**src/rtl/dmach_pkg.sv**
```systemverilog
package dmach_pkg;
  localparam int DW = 32;
  localparam int AW = 13;
  localparam int IW = 4;
  localparam int CW = 10;

  localparam logic [2:0] ST_IDLE = 3'd1;
  localparam logic [2:0] ST_STOP = 3'd2;
  localparam logic [2:0] ST_RUN  = 3'd4;

  localparam logic [AW-1:0] OFF_CFG    = 13'h000;
  localparam logic [AW-1:0] OFF_CMD    = 13'h004;
  localparam logic [AW-1:0] OFF_STAT   = 13'h008;
  localparam logic [AW-1:0] OFF_SDATA  = 13'h058;
  localparam logic [AW-1:0] OFF_SBUF   = 13'h05C;
  localparam logic [AW-1:0] OFF_GDOWN  = 13'h07C;
  localparam logic [AW-1:0] OFF_MASK   = 13'h08C;
  localparam logic [AW-1:0] OFF_ACK    = 13'h090;
  localparam logic [AW-1:0] OFF_RAW    = 13'h094;
  localparam logic [AW-1:0] OFF_MASKED = 13'h098;
  localparam logic [AW-1:0] OFF_SCMD   = 13'h09C;

  localparam logic [CW-1:0] SC_LOAD_D = 10'h140;
  localparam logic [CW-1:0] SC_BURST  = 10'h020;
  localparam logic [CW-1:0] SC_LOAD_C = 10'h200;
endpackage

```
**src/rtl/dmach_irq.sv**
```systemverilog
module dmach_irq
  import dmach_pkg::*;
#(
  parameter int W = IW
) (
  input  logic         clk,
  input  logic         rst_n,
  input  logic         mask_we,
  input  logic [W-1:0] mask_wdata,
  input  logic         ack_we,
  input  logic [W-1:0] ack_wdata,
  input  logic [W-1:0] set_i,
  output logic [W-1:0] raw_o,
  output logic [W-1:0] mask_o,
  output logic [W-1:0] masked_o,
  output logic         irq_o
);
  logic [W-1:0] raw_q, mask_q, masked_q;
  logic [W-1:0] raw_d, mask_d, clr;

  always_comb begin
    clr    = ack_we ? ack_wdata : '0;
    raw_d  = (raw_q & ~clr) | set_i;
    mask_d = mask_we ? mask_wdata : mask_q;
  end

  always_ff @(posedge clk or negedge rst_n) begin
    if (!rst_n) begin
      raw_q    <= '0;
      mask_q   <= '0;
      masked_q <= '0;
    end else begin
      raw_q    <= raw_d;
      mask_q   <= mask_d;
      masked_q <= raw_d & mask_d;
    end
  end

  assign raw_o    = raw_q;
  assign mask_o   = mask_q;
  assign masked_o = masked_q;
  assign irq_o    = |masked_q;


  ack_clears_chk: assert property (@(posedge clk) disable iff (!rst_n)
    (ack_we && ((ack_wdata & set_i) == '0)) |=> ((raw_q & $past(ack_wdata)) == '0));

  set_lands_chk: assert property (@(posedge clk) disable iff (!rst_n)
    (set_i != '0) |=> ((raw_q & $past(set_i)) == $past(set_i)));

  masked_sub_chk: assert property (@(posedge clk) disable iff (!rst_n)
    ((masked_q & ~raw_q) == '0));
endmodule

```
**src/rtl/dmach_cmd.sv**
```systemverilog
module dmach_cmd
  import dmach_pkg::*;
(
  input  logic          clk,
  input  logic          rst_n,
  input  logic          cfg_we,
  input  logic [1:0]    cfg_wdata,
  input  logic          cmd_we,
  input  logic          scmd_we,
  input  logic [CW-1:0] scmd_wdata,
  input  logic          desc_last,
  output logic [1:0]    cfg_o,
  output logic [2:0]    state_o,
  output logic [1:0]    src_o,
  output logic          load_d_o,
  output logic          load_c_o,
  output logic          start_o,
  output logic          cont_o
);
  logic [1:0] cfg_q, src_q;
  logic [2:0] state_q;
  logic       ld_q, lc_q, st_q, ct_q;
  logic       want_ld, want_lc, want_st, may_cont;

  always_comb begin
    want_ld  = scmd_we && ((scmd_wdata & SC_LOAD_D) != '0);
    want_lc  = scmd_we && ((scmd_wdata & SC_LOAD_C) != '0);
    want_st  = (want_ld && ((scmd_wdata & SC_BURST) != '0)) || want_lc;
    may_cont = cmd_we && cfg_q[0] && !cfg_q[1] && (state_q == ST_RUN) && desc_last;
  end

  always_ff @(posedge clk or negedge rst_n) begin
    if (!rst_n) begin
      cfg_q   <= '0;
      src_q   <= 2'd1;
      state_q <= ST_IDLE;
      ld_q    <= 1'b0;
      lc_q    <= 1'b0;
      st_q    <= 1'b0;
      ct_q    <= 1'b0;
    end else begin
      ld_q <= want_ld;
      lc_q <= want_lc;
      st_q <= want_st;
      ct_q <= may_cont;
      if (scmd_we) src_q <= 2'd2;
      if (cfg_we) begin
        cfg_q <= cfg_wdata;
        if (!cfg_wdata[0])     state_q <= ST_IDLE;
        else if (cfg_wdata[1]) state_q <= ST_STOP;
      end else if (want_st) begin
        state_q <= ST_RUN;
      end
    end
  end

  assign cfg_o    = cfg_q;
  assign state_o  = state_q;
  assign src_o    = src_q;
  assign load_d_o = ld_q;
  assign load_c_o = lc_q;
  assign start_o  = st_q;
  assign cont_o   = ct_q;


  state_code_chk: assert property (@(posedge clk) disable iff (!rst_n)
    $onehot(state_q));

  start_runs_chk: assert property (@(posedge clk) disable iff (!rst_n)
    st_q |-> (state_q == ST_RUN));

  ctx_starts_chk: assert property (@(posedge clk) disable iff (!rst_n)
    lc_q |-> st_q);

  cont_gate_chk: assert property (@(posedge clk) disable iff (!rst_n)
    ct_q |-> (cfg_q == 2'b01 && state_q == ST_RUN));
endmodule

```
**src/rtl/dmach_regs.sv**
```systemverilog
module dmach_regs
  import dmach_pkg::*;
(
  input  logic          clk,
  input  logic          rst_n,
  input  logic          bus_en,
  input  logic          bus_we,
  input  logic [1:0]    bus_size,
  input  logic [AW-1:0] bus_addr,
  input  logic [DW-1:0] bus_wdata,
  output logic [DW-1:0] bus_rdata,
  output logic          bus_err,
  input  logic [IW-1:0] eng_intr_set,
  input  logic          eng_list_end,
  input  logic          eng_desc_last,
  output logic          irq,
  output logic          load_data_o,
  output logic          load_ctx_o,
  output logic          start_o,
  output logic          continue_o
);
  localparam logic [1:0] SZ_WORD = 2'd2;

  logic          ok, wr, rd;
  logic [DW-1:0] sdata_q, sbuf_q, gdown_q, cmd_q, scmd_q, rdata_q, rmux;
  logic          err_q;
  logic [IW-1:0] raw, mask, masked;
  logic [1:0]    cfg, src;
  logic [2:0]    state;

  assign ok = (bus_size == SZ_WORD);
  assign wr = bus_en && bus_we && ok;
  assign rd = bus_en && !bus_we && ok;

  dmach_irq #(.W(IW)) u_irq (
    .clk, .rst_n,
    .mask_we   (wr && bus_addr == OFF_MASK),
    .mask_wdata(bus_wdata[IW-1:0]),
    .ack_we    (wr && bus_addr == OFF_ACK),
    .ack_wdata (bus_wdata[IW-1:0]),
    .set_i     (eng_intr_set),
    .raw_o     (raw),
    .mask_o    (mask),
    .masked_o  (masked),
    .irq_o     (irq)
  );

  dmach_cmd u_cmd (
    .clk, .rst_n,
    .cfg_we    (wr && bus_addr == OFF_CFG),
    .cfg_wdata (bus_wdata[1:0]),
    .cmd_we    (wr && bus_addr == OFF_CMD),
    .scmd_we   (wr && bus_addr == OFF_SCMD),
    .scmd_wdata(bus_wdata[CW-1:0]),
    .desc_last (eng_desc_last),
    .cfg_o     (cfg),
    .state_o   (state),
    .src_o     (src),
    .load_d_o  (load_data_o),
    .load_c_o  (load_ctx_o),
    .start_o   (start_o),
    .cont_o    (continue_o)
  );

  always_ff @(posedge clk or negedge rst_n) begin
    if (!rst_n) begin
      sdata_q <= '0;
      sbuf_q  <= '0;
      gdown_q <= '0;
      cmd_q   <= '0;
      scmd_q  <= '0;
    end else if (wr) begin
      case (bus_addr)
        OFF_SDATA: sdata_q <= bus_wdata;
        OFF_SBUF:  sbuf_q  <= bus_wdata;
        OFF_GDOWN: gdown_q <= bus_wdata;
        OFF_CMD:   cmd_q   <= bus_wdata;
        OFF_SCMD:  scmd_q  <= bus_wdata;
        default: ;
      endcase
    end
  end

  always_comb begin
    rmux = '0;
    case (bus_addr)
      OFF_CFG:    rmux[1:0] = cfg;
      OFF_CMD:    rmux = cmd_q;
      OFF_STAT: begin
        rmux[2:0] = state;
        rmux[5]   = eng_list_end;
        rmux[9:8] = src;
      end
      OFF_SDATA:  rmux = sdata_q;
      OFF_SBUF:   rmux = sbuf_q;
      OFF_GDOWN:  rmux = gdown_q;
      OFF_MASK:   rmux[IW-1:0] = mask;
      OFF_RAW:    rmux[IW-1:0] = raw;
      OFF_MASKED: rmux[IW-1:0] = masked;
      OFF_SCMD:   rmux = scmd_q;
      default: ;
    endcase
  end

  always_ff @(posedge clk or negedge rst_n) begin
    if (!rst_n) begin
      rdata_q <= '0;
      err_q   <= 1'b0;
    end else begin
      err_q   <= bus_en && !ok;
      rdata_q <= rd ? rmux : '0;
    end
  end

  assign bus_rdata = rdata_q;
  assign bus_err   = err_q;


  bad_size_stable_chk: assert property (@(posedge clk) disable iff (!rst_n)
    (bus_en && !ok) |=> ($stable(sdata_q) && $stable(sbuf_q) && $stable(gdown_q)
                         && $stable(scmd_q) && $stable(mask) && $stable(cfg)));

  bad_size_quiet_chk: assert property (@(posedge clk) disable iff (!rst_n)
    (bus_en && !ok) |=> (!load_data_o && !load_ctx_o && !start_o && !continue_o));
endmodule

```
**config.mk**
```make
export PLATFORM = sky130hd
export DESIGN_NAME = dmach_regs
export DESIGN_NICKNAME = d
export VERILOG_FILES = /design/src/rtl/dmach_pkg.sv /design/src/rtl/dmach_irq.sv /design/src/rtl/dmach_cmd.sv /design/src/rtl/dmach_regs.sv
export SDC_FILE = /design/constraint.sdc
export NUM_CORES = 1
export LEC_CHECK = 0
export BUFFER_PORTS_ARGS = -buffer_cell sky130_fd_sc_hd__buf_2
export CAP_MARGIN = 30
export CORE_ASPECT_RATIO = 1.4
export CORE_MARGIN = 2
export CORE_UTILIZATION = 34
export DETAILED_ROUTE_END_ITERATION = 10
export SLEW_MARGIN = 20
export SYNTH_ARGS = -nofsm -noshare
export SYNTH_HDL_FRONTEND = slang
export SYNTH_SLANG_ARGS = --single-unit
```
**constraint.sdc**
```tcl
create_clock -name clk -period 2.95 [get_ports clk]
set_clock_uncertainty 0.1 [all_clocks]
set_input_delay 0.1475 -clock clk [delete_from_list [all_inputs] [get_ports clk]]
set_output_delay 0.1475 -clock clk [all_outputs]
set_load 0.02 [all_outputs]
```
==> flow_summary.toml <==
[floorplanning]
start_util_pct = 34.6
ioPinCount = 95
dieHeight_um = 197
rows = 70
die_area_um2 = 28000
die_w_um = 142
coreArea_um2 = 26200

[route]
vias = 6038
vias_per_cell = 5.35
routedWlPerCell_um = 19.8
postRouteAntennaNets = 0
wirelength_um = 22300
first_pass_iters = 7
drc_errors = 0
drt_iter0_drc = 439

[worst_hold_path]
hold_start = "bus_we"
whs_path_depth = 3
min_to = "bus_rdata[2]"
min_path_type = "primary input to flop"

[synthesis]
synth_commonest_cells = "214 x dfrtp_1, 138 x mux2_2, 33 x a22oi_1"
synth_edf_count = 0
synth_top_cell_by_area = "dfrtp_1"
ys_top_cells_by_area = "dfrtp_1 59%, mux2_2 17%, mux2_1 4.0%"
async_reset_ff_share_pct = 100
ys_warn_count = 0
seq_area_frac_synth_pct = 59.7
post-synth-top-count-cell = "dfrtp_1"
synth_nets = 702
synth_seq_cells = 216
synth_area_um2 = 9050
post_synth.cell_area_avg_um2 = 14.0
syn_inst = 645
ys_types = 56
synthFlopType = "dfrtp_1"
yosysTopAreaCellShare_pct = 59.2

[clocking]
cts_buffers = 21
htreeDepth = 1
cts_buffer_depth = 3
clkLatencyLatePin_ps = 500
cts.reportedPaths.clkPinSlew_ps = 60
cts_resized = 0
numClockSinks = 216
cts_tree = "done"
cts-root-buf = "clkbuf_16"

[timing]
whs_ps = 12.0
slew_viol_final = 0
period_share_pct = 84.0
fin_setup_tns_ps = 0
final_hold_viol_count = 0
fmax_ghz = 0.404
setup_viol = 0
rsz0062_at_grt = "false"
relSlewSlack_pct = 54.9
post-route-min-period_ps = 2480
worst_pin_slew_ps = 670

[placed_design]
dp_hpwl_um = 14400
portBuffers = 94
gp_congestion = 0.890

[setup_path]
reg2reg_setup_slack_ps = 1450
crit_family = "simple AND/OR/NAND/NOR gates"
slowest_delay_ps = 530
reg2reg_depth = 5
crit_path_end_kind = "flop"
path_cells = "dlygate4sd3_1 > buf_2 > or2_2 > or2_1 > nor4_4 > and2_2 > buf_12 > mux2_2"
timing.rr.end = "bus_rdata[2]"
critPathArrivalTime_ps = 2750
path_max_fanout = 33
cp_num_buf_inv = 3
slowest_stage = "dlygate4sd3_1"
startpoint = "bus_addr[9]"
required_ps = 3230
worstSetupStartpointType = "primary input"
crit_type = "primary input to flop"
path_depth = 8
r2r_start = "sbuf_q[2]"

[finish]
area_growth_pct = 23.6
nNetsFinal = 850
post-route-util_pct = 42.7
drive_gt1_share_pct = 38.5
fill_cells = 2399

[global_route]
gr-total-overflow = 0
antenna_found_initial = 1
grt_pass1_vias = 6312
grt_max_degree = 85
grt_pass1_wl_um = 35800
track_usage_pct = 16.4

[power_and_ir_drop]
p_leak_nw = 5.41
vdd_drop_max_v = 0.000249
powerDensity_nw_per_um2 = 531

[run]
maxCapViolCount = 0

[outcome]
outcome = "completed"
registers in the layout (all words and copies together), names as in the netlist:
register and cells:
bus_rdata 32, cmd_q 32, gdown_q 32, sbuf_q 32
scmd_q 32, sdata_q 32, u_irq.mask_o 4, u_irq.masked_o 4
u_irq.raw_o 4, u_cmd.state_o 3, u_cmd.cfg_o 2, u_cmd.src_o 2
bus_err 1, u_cmd.cont_o 1, u_cmd.load_c_o 1, u_cmd.load_d_o 1
u_cmd.start_o 1
routing by layer:
| layer | vias to the layer above | GRT usage [%] | wire, µm |
|---|---|---|---|
| met1 | 3136 | 20.7 | 9510 |
| met2 | 146 | 29.0 | 11500 |
| met5 | - | 0 | 0 |
| met3 | 23 | 2.50 | 980 |
| met4 | 0 | 4.56 | 408 |
| li1 | 2733 | - | - |
power by group:
group / total, mW / leakage [nW] / switching, mW / internal, mW
logic: 0.242 / 2.08 / 0.151 / 0.0907
clock network: 2.73 / 0.342 / 1.07 / 1.66
registers: 2.96 / 2.99 / 0.000684 / 2.96
worst max path at each step:
stage	endpoint	slack [ps]
after CTS	cmd_q[0]	470
after detailed placement	cmd_q[0]	170
after global routing	cmd_q[27]	370
after floorplan	cmd_q[10]	460
after global placement	cmd_q[31]	230
final	cmd_q[0]	470
layout make-up:
| cell class | count | area [µm²] | share of cell area (%) |
|---|---|---|---|
| clock inverters | 5 | 104 | 0.928 |
| repair buffers | 168 | 1220 | 10.9 |
| diodes | 1 | 2.50 | 0.0224 |
| multi-input cells | 384 | 3450 | 30.9 |
| clock buffers | 28 | 592 | 5.29 |
| inverters | 2 | 7.51 | 0.0671 |
| flip-flops and latches | 216 | 5410 | 48.3 |
| well taps | 324 | 405 | 3.62 |
metrics by stage:
stage / instances / power [mW] / cell area, µm² / setup WS (ps)
after floorplan: 645 / 3.06 / 9050 / 460
after detailed placement: 1047 / 3.22 / 10000 / 170
after CTS: 1127 / 6.02 / 11200 / 469
after global placement: 1047 / 3.22 / 10000 / 226
after global routing: 1128 / 6.15 / 11200 / 368
final: 1128 / 5.94 / 11200 / 473
timing repair:
item	CTS	global route
hold endpoints to repair	263	0
endpoints found under the setup margin	0	0
setup buffers	0	0
hold buffers	47	0
layout by cell type, fill, tap and decap left out, drive strengths merged, types with 2 or more instances in the layout:
cell type | synthesis | layout
a222oi | 27 | 27
nand3b | 5 | 5
buf | 27 | 121
a21o | 4 | 4
and4 | 2 | 2
nand4 | 4 | 4
nand2 | 15 | 15
nor4 | 7 | 7
dlygate4sd3 | 0 | 47
or4 | 3 | 3
a31oi | 6 | 6
or2 | 5 | 5
a221oi | 2 | 2
a21oi | 31 | 31
dfstp | 2 | 2
o21ai | 5 | 5
clkbuf | 16 | 28
o21a | 2 | 2
bufinv | 0 | 3
mux2i | 6 | 6
a22oi | 33 | 33
dfrtp | 214 | 214
inv | 2 | 3
nand3 | 10 | 10
a22o | 2 | 2
nor2b | 5 | 5
and2 | 7 | 7
nor2 | 7 | 7
nor3 | 9 | 9
mux2 | 170 | 170
worst min-delay path, cell delays in order:
cell and delay, ps:
buf_2 140, or2_2 210, a21oi_1 60
kinds of logic after synthesis:
kind of cell | share of synthesized area (%)
AOI/OAI and AO/OA | 9.79
muxes | 21.8
buffers and inverters | 2.54
DFF | 59.7
and+or+nand+nor | 6.01
xor gates and xnor gates | 0.0968
Power figures use the tool's default switching activity.
